### config.mk
export PLATFORM = sky130hd
export DESIGN_NAME = ata_pio_timer
export DESIGN_NICKNAME = d
export VERILOG_FILES = /design/src/rtl/ata_pio_pkg.sv /design/src/rtl/ata_pio_cnt.sv /design/src/rtl/ata_pio_rdy_gate.sv /design/src/rtl/ata_pio_seq.sv /design/src/rtl/ata_pio_timer.sv
export SDC_FILE = /design/constraint.sdc
export NUM_CORES = 1
export LEC_CHECK = 0
export CORE_UTILIZATION = 50
export CTS_BUF_LIST = sky130_fd_sc_hd__clkbuf_4 sky130_fd_sc_hd__clkbuf_8
export DETAILED_ROUTE_END_ITERATION = 6
export DONT_BUFFER_PORTS = 1
export PLACE_DENSITY = 0.7
export SETUP_SLACK_MARGIN = 0.4
export SLEW_MARGIN = 40
export SYNTH_ARGS = -nofsm -noshare
export SYNTH_HDL_FRONTEND = slang
export SYNTH_SLANG_ARGS = --single-unit
### constraint.sdc
create_clock -name clk -period 5.3 [get_ports clk]
set_clock_uncertainty 0.05 [all_clocks]
set_input_delay 0.795 -clock clk [delete_from_list [all_inputs] [get_ports clk]]
set_output_delay 0.795 -clock clk [all_outputs]
set_load 0.02 [all_outputs]
### src/rtl/ata_pio_pkg.sv
package ata_pio_pkg;
   typedef enum logic [2:0] {
      PH_IDLE   = 3'd0,
      PH_SETUP  = 3'd1,
      PH_ACTIVE = 3'd2,
      PH_HOLD   = 3'd3,
      PH_RECOV  = 3'd4,
      PH_DONE   = 3'd5
   } pio_phase_e;
endpackage

### src/rtl/ata_pio_cnt.sv
module ata_pio_cnt #(
   parameter int CW = 8
) (
   input  logic          clk,
   input  logic          arst_n,
   input  logic          srst,
   input  logic          load,
   input  logic [CW-1:0] load_val,
   output logic          zero
);
   logic [CW-1:0] q;

   always_ff @(posedge clk or negedge arst_n) begin
      if (!arst_n) begin
         q <= '0;
      end else if (srst) begin
         q <= '0;
      end else if (load) begin
         q <= load_val;
      end else if (q != '0) begin
         q <= q - 1'b1;
      end
   end

   assign zero = (q == '0);
endmodule

### src/rtl/ata_pio_rdy_gate.sv
module ata_pio_rdy_gate #(
   parameter bit HAS_RDY = 1'b1
) (
   input  logic rdy_en,
   input  logic rdy_in,
   output logic ready_ok
);
   if (HAS_RDY) begin : g_rdy
      assign ready_ok = !rdy_en || rdy_in;
   end else begin : g_no_rdy
      logic unused_rdy;
      assign unused_rdy = rdy_en ^ rdy_in;
      assign ready_ok   = 1'b1;
   end
endmodule

### src/rtl/ata_pio_seq.sv
module ata_pio_seq
   import ata_pio_pkg::*;
(
   input  logic       clk,
   input  logic       arst_n,
   input  logic       srst,
   input  logic       go,
   input  logic       wr,
   input  logic       cnt_zero,
   input  logic       ready_ok,
   output pio_phase_e phase,
   output logic       wr_q,
   output logic       latch_q,
   output logic       load,
   output pio_phase_e load_phase
);
   pio_phase_e phase_nxt;
   logic       wr_nxt;
   logic       latch_nxt;

   always_comb begin
      phase_nxt  = phase;
      wr_nxt     = wr_q;
      latch_nxt  = 1'b0;
      load       = 1'b0;
      load_phase = PH_IDLE;
      unique case (phase)
         PH_IDLE: begin
            if (go) begin
               phase_nxt  = PH_SETUP;
               wr_nxt     = wr;
               load       = 1'b1;
               load_phase = PH_SETUP;
            end
         end
         PH_SETUP: begin
            if (cnt_zero) begin
               phase_nxt  = PH_ACTIVE;
               load       = 1'b1;
               load_phase = PH_ACTIVE;
            end
         end
         PH_ACTIVE: begin
            if (cnt_zero && ready_ok) begin
               load = 1'b1;
               if (wr_q) begin
                  phase_nxt  = PH_HOLD;
                  load_phase = PH_HOLD;
               end else begin
                  phase_nxt  = PH_RECOV;
                  load_phase = PH_RECOV;
                  latch_nxt  = 1'b1;
               end
            end
         end
         PH_HOLD: begin
            if (cnt_zero) begin
               phase_nxt  = PH_RECOV;
               load       = 1'b1;
               load_phase = PH_RECOV;
            end
         end
         PH_RECOV: begin
            if (cnt_zero) begin
               phase_nxt = PH_DONE;
            end
         end
         PH_DONE: begin
            phase_nxt = PH_IDLE;
         end
         default: begin
            phase_nxt = PH_IDLE;
         end
      endcase
   end

   always_ff @(posedge clk or negedge arst_n) begin
      if (!arst_n) begin
         phase   <= PH_IDLE;
         wr_q    <= 1'b0;
         latch_q <= 1'b0;
      end else if (srst) begin
         phase   <= PH_IDLE;
         wr_q    <= 1'b0;
         latch_q <= 1'b0;
      end else begin
         phase   <= phase_nxt;
         wr_q    <= wr_nxt;
         latch_q <= latch_nxt;
      end
   end
endmodule

### src/rtl/ata_pio_timer.sv
module ata_pio_timer
   import ata_pio_pkg::*;
#(
   parameter int CW      = 8,
   parameter bit HAS_RDY = 1'b1
) (
   input  logic          clk,
   input  logic          arst_n,
   input  logic          srst,
   input  logic          rdy_en,
   input  logic [CW-1:0] t_setup,
   input  logic [CW-1:0] t_active,
   input  logic [CW-1:0] t_hold,
   input  logic [CW-1:0] t_recover,
   input  logic          go,
   input  logic          wr,
   input  logic          rdy_in,
   output logic          rd_strb,
   output logic          wr_strb,
   output logic          oe,
   output logic          rd_latch,
   output logic          done
);
   localparam int CW_MIN = 2;
   localparam int CW_MAX = 16;

   if (CW < CW_MIN || CW > CW_MAX) begin : g_bad_cw
      $error("ata_pio_timer: CW must lie between 2 and 16");
   end

   pio_phase_e    phase;
   pio_phase_e    load_phase;
   logic          wr_q;
   logic          latch_q;
   logic          load;
   logic          cnt_zero;
   logic          ready_ok;
   logic [CW-1:0] load_val;

   always_comb begin
      unique case (load_phase)
         PH_SETUP:  load_val = t_setup;
         PH_ACTIVE: load_val = t_active;
         PH_HOLD:   load_val = t_hold;
         PH_RECOV:  load_val = t_recover;
         default:   load_val = '0;
      endcase
   end

   ata_pio_rdy_gate #(.HAS_RDY(HAS_RDY)) u_rdy (
      .rdy_en   (rdy_en),
      .rdy_in   (rdy_in),
      .ready_ok (ready_ok)
   );

   ata_pio_cnt #(.CW(CW)) u_cnt (
      .clk      (clk),
      .arst_n   (arst_n),
      .srst     (srst),
      .load     (load),
      .load_val (load_val),
      .zero     (cnt_zero)
   );

   ata_pio_seq u_seq (
      .clk        (clk),
      .arst_n     (arst_n),
      .srst       (srst),
      .go         (go),
      .wr         (wr),
      .cnt_zero   (cnt_zero),
      .ready_ok   (ready_ok),
      .phase      (phase),
      .wr_q       (wr_q),
      .latch_q    (latch_q),
      .load       (load),
      .load_phase (load_phase)
   );

   assign rd_strb  = (phase == PH_ACTIVE) && !wr_q;
   assign wr_strb  = (phase == PH_ACTIVE) &&  wr_q;
   assign oe       = wr_q && ((phase == PH_SETUP) || (phase == PH_ACTIVE) ||
                              (phase == PH_HOLD));
   assign rd_latch = latch_q;
   assign done     = (phase == PH_DONE);
endmodule

==> out/results.md <==
| Parameter | Reported | Unit |
| --- | --- | --- |
| Synth-to-layout area growth | 5.83 | % |
| Post-cts resize count | 0 | - |
| Die height | 48.3 | um |
| CP endpoint kind | flop | - |
| Startpoint types | flop | - |
| Synth Net Count | 165 | - |
| Slowest library cell on the worst path | sky130_fd_sc_hd__or4_4 | - |
| Antenna-violating nets left | 0 | - |
| Worst-path maximum fanout | 17 | - |
| Area of the die | 2340 | um^2 |
| Number of enable-type register cells in the synthesized netlist | 0 | - |
| Final cycle utilization of the critical path | 0.497 | - |
| Count of endpoints failing hold in the final timing report | 0 | - |
| Minimum clock period after layout | 2.63 | ns |
| CTS sink cnt | 13 | - |
| Post CTS Setup Buffer Count | 0 | - |
| Io pins | 44 | - |
| Top delay family on crit path | simple AND/OR/NAND/NOR gates | - |
| Critical Setup Path Class | reg -> reg | - |
| Fraction of registers with async set/reset | 1.00 | - |
| Critical path cell sequence | or4_4 -> nor3_4 -> nand2_1 -> a222oi_1 -> a2111oi_2 | - |
| Port Buf Inserts | 0 | - |
| Standard-cell rows | 16 | - |
| Most frequent cell after synthesis | sky130_fd_sc_hd__dfrtp_1 | - |
| Overall power | 0.000569 | W |
| Gpl congestion | 0.865 | - |
| Summed instance area of the synthesized netlist | 1070 | um^2 |
| Total half-perimeter wirelength after legalization and detailed placement | 1900 | um |
| Residual overflow from global routing | 0 | - |
| Achievable clock frequency | 380 | MHz |
| Number of fillers in the final layout | 177 | - |
| Critical Path AT | 2.71 | ns |
| Critical path required time | 5.38 | ns |
| Final instance count without filler cells | 149 | - |
| Routed wire length | 2470 | um |
| Number of clock buffers inserted by TritonCTS | 3 | - |
| Status | complete, no violations | - |
| Htree depth | 1 | - |
| Leakage power total | 0.427 | nW |
| Antenna fix cells | 0 | - |
| Global-route total usage across every layer | 0.230 | - |
| Avg Inst Size Synth | 8.66 | um^2 |
| Setup repair after global routing missed its margin | false | - |
| Slew of the pin with the lowest slew margin | 0.744 | ns |
| Clock transition at the register clock pins on the worst setup and hold paths after CTS | 0.08 | ns |
| Cell accounting for the most synthesized area | sky130_fd_sc_hd__dfrtp_1 | - |
| Number of antenna violations at the first check in global routing | 0 | - |
| Pin count of the biggest net entering global routing | 18 | - |
| CTS tree | yes | - |
| Insertion delay of the later-clocked pin in the worst-skew pair | 0.27 | ns |
| Area contributors post-synth | sky130_fd_sc_hd__dfrtp_1 30%, sky130_fd_sc_hd__nand2b_1 6.4%, sky130_fd_sc_hd__a222oi_1 5.6%, sky130_fd_sc_hd__nor3_1 4.2%, sky130_fd_sc_hd__a211oi_1 4.2% | - |
| Setup-violating endpoint count in the final report | 0 | - |
| Crit path largest cell delay | 0.57 | ns |
| Max-capacitance violation count | 0 | - |
| Normalized max-slew margin | 0.500 | - |
| Global-route wire length before repair | 4240 | um |
| Buf/Inv on CP | 0 | - |
| Class of the most critical hold timing path | in -> async | - |
| DP Cell Count | 145 | - |
| Power density relative to cell area | 501 | nW/um^2 |
| Sequential area share after synthesis | 0.303 | - |
| Final count of pins violating max slew | 0 | - |
| Core Footprint | 1980 | um^2 |
| Layout Utilization | 0.573 | - |
| Total number of vias | 971 | - |
| Synth top area share | 0.303 | - |
| Vias in the first global route | 983 | - |
| Die Span X | 48.3 | um |
| Fraction of layout instances using a drive strength above 1 | 0.0902 | - |
| Cell variety after synth | 38 | - |
| Number of optimization iterations in the first detailed-route pass | 5 | - |
| DRC violation count after routing | 0 | - |
| Nets | 164 | - |
| Flip-flop cell with the highest count after synthesis | sky130_fd_sc_hd__dfrtp_1 | - |
| Initial Utilization | 0.542 | - |
| Number of vias per cell after detailed routing | 6.52 | - |
| Synth Instances | 124 | - |
| Wirelength per Cell | 16.6 | um |
| Number of buffers inserted for hold repair after clock tree synthesis | 0 | - |
| Iteration-0 DRC count of the detailed router | 46 | - |
| Number of register bits inferred by synthesis | 13 | - |
| Most common library cells after synthesis | 13 x sky130_fd_sc_hd__dfrtp_1, 11 x sky130_fd_sc_hd__nand2b_1, 9 x sky130_fd_sc_hd__nor2_1, 9 x sky130_fd_sc_hd__nor3_1 | - |
| Worst voltage drop across the vdd grid | 0.000225 | V |
| Setup tns final | 0 | ns |
| Yosys synthesis warning count | 0 | - |
| Clock tree root buffer cell | sky130_fd_sc_hd__clkbuf_4 | - |
| CTS Buffer Depth | 2 | - |
## kinds of logic after synthesis
family | count (synthesis) | synth area share
buffers and inverters | 11 | 0.0385
AOI/OAI and AO/OA | 34 | 0.251
xor gates and xnor gates | 5 | 0.0408
muxes | 4 | 0.0373
and+or+nand+nor | 55 | 0.307
adders and majority gates | 2 | 0.0233
DFF | 13 | 0.303
## placed cells by master, fill, tap and decap left out, types with 3 or more instances in the layout
| master | instances |
|---|---|
| sky130_fd_sc_hd__a22oi_1 | 3 |
| sky130_fd_sc_hd__xnor2_1 | 3 |
| sky130_fd_sc_hd__a22o_1 | 5 |
| sky130_fd_sc_hd__inv_1 | 5 |
| sky130_fd_sc_hd__a21oi_1 | 5 |
| sky130_fd_sc_hd__nor2b_1 | 4 |
| sky130_fd_sc_hd__a211oi_1 | 6 |
| sky130_fd_sc_hd__clkbuf_4 | 4 |
| sky130_fd_sc_hd__nand2b_1 | 11 |
| sky130_fd_sc_hd__a222oi_1 | 6 |
| sky130_fd_sc_hd__dfrtp_1 | 13 |
| sky130_fd_sc_hd__mux2i_1 | 4 |
| sky130_fd_sc_hd__nand2_1 | 6 |
| sky130_fd_sc_hd__nor3_1 | 9 |
| sky130_fd_sc_hd__nor2_1 | 9 |
## through the flow
step                area, um^2  worst slack (ns)  hold WS, ns
finish                    1140              2.67        0.155
global route              1140              2.52        0.135
CTS                       1140              2.70        0.154
detailed placement        1110              2.71        0.450
global placement          1090              2.55        0.450
floorplan                 1070              2.95        0.443
## per-layer routing
layer | track usage | vias to the layer above | part of all wire
met5 | 0 | - | 0
met4 | 0.0539 | 0 | 0
met3 | 0.0440 | 0 | 0.072
met2 | 0.373 | 49 | 0.45
met1 | 0.319 | 448 | 0.48
li1 | - | 474 | -
## registers in the layout, indices dropped and copies added (netlist names)
| name | count |
|---|---|
| u_cnt.q | 8 |
| u_seq.latch_q | 1 |
| u_seq.phase | 3 |
| u_seq.wr_q | 1 |
## power by group
| part | total, W | internal, W | switching (W) |
|---|---|---|---|
| sequential | 0.000179 | 0.000133 | 0.0000459 |
| clock | 0.0000655 | 0.0000342 | 0.0000312 |
| combinational | 0.000324 | 0.000139 | 0.000186 |
## final cells by class
| class | instances | area (um^2) | share of cell area |
|---|---|---|---|
| clock buffers | 4 | 30.0 | 0.0264 |
| inverters | 5 | 18.8 | 0.0165 |
| multi-input cells | 100 | 728 | 0.641 |
| flip-flops and latches | 13 | 325 | 0.286 |
| well taps | 27 | 33.8 | 0.0297 |
## worst paths after layout
kind	slack, ns	start	depth (start not counted)	endpoint
setup reg to reg	2.67	u_cnt.q[5]$_DFFE_PN0P_	5	u_cnt.q[0]$_DFFE_PN0P_
max in group asynchronous	4.97	arst_n	0	u_cnt.q[5]$_DFFE_PN0P_
min in group clk	0.49	u_cnt.q[0]$_DFFE_PN0P_	1	u_cnt.q[0]$_DFFE_PN0P_
setup / recovery	2.67	u_cnt.q[5]$_DFFE_PN0P_	5	u_cnt.q[0]$_DFFE_PN0P_
hold / removal	0.15	arst_n	0	u_seq.wr_q$_DFFE_PN0P_
hold reg to reg	0.49	u_cnt.q[0]$_DFFE_PN0P_	1	u_cnt.q[0]$_DFFE_PN0P_
Power figures use the tool's default switching activity.
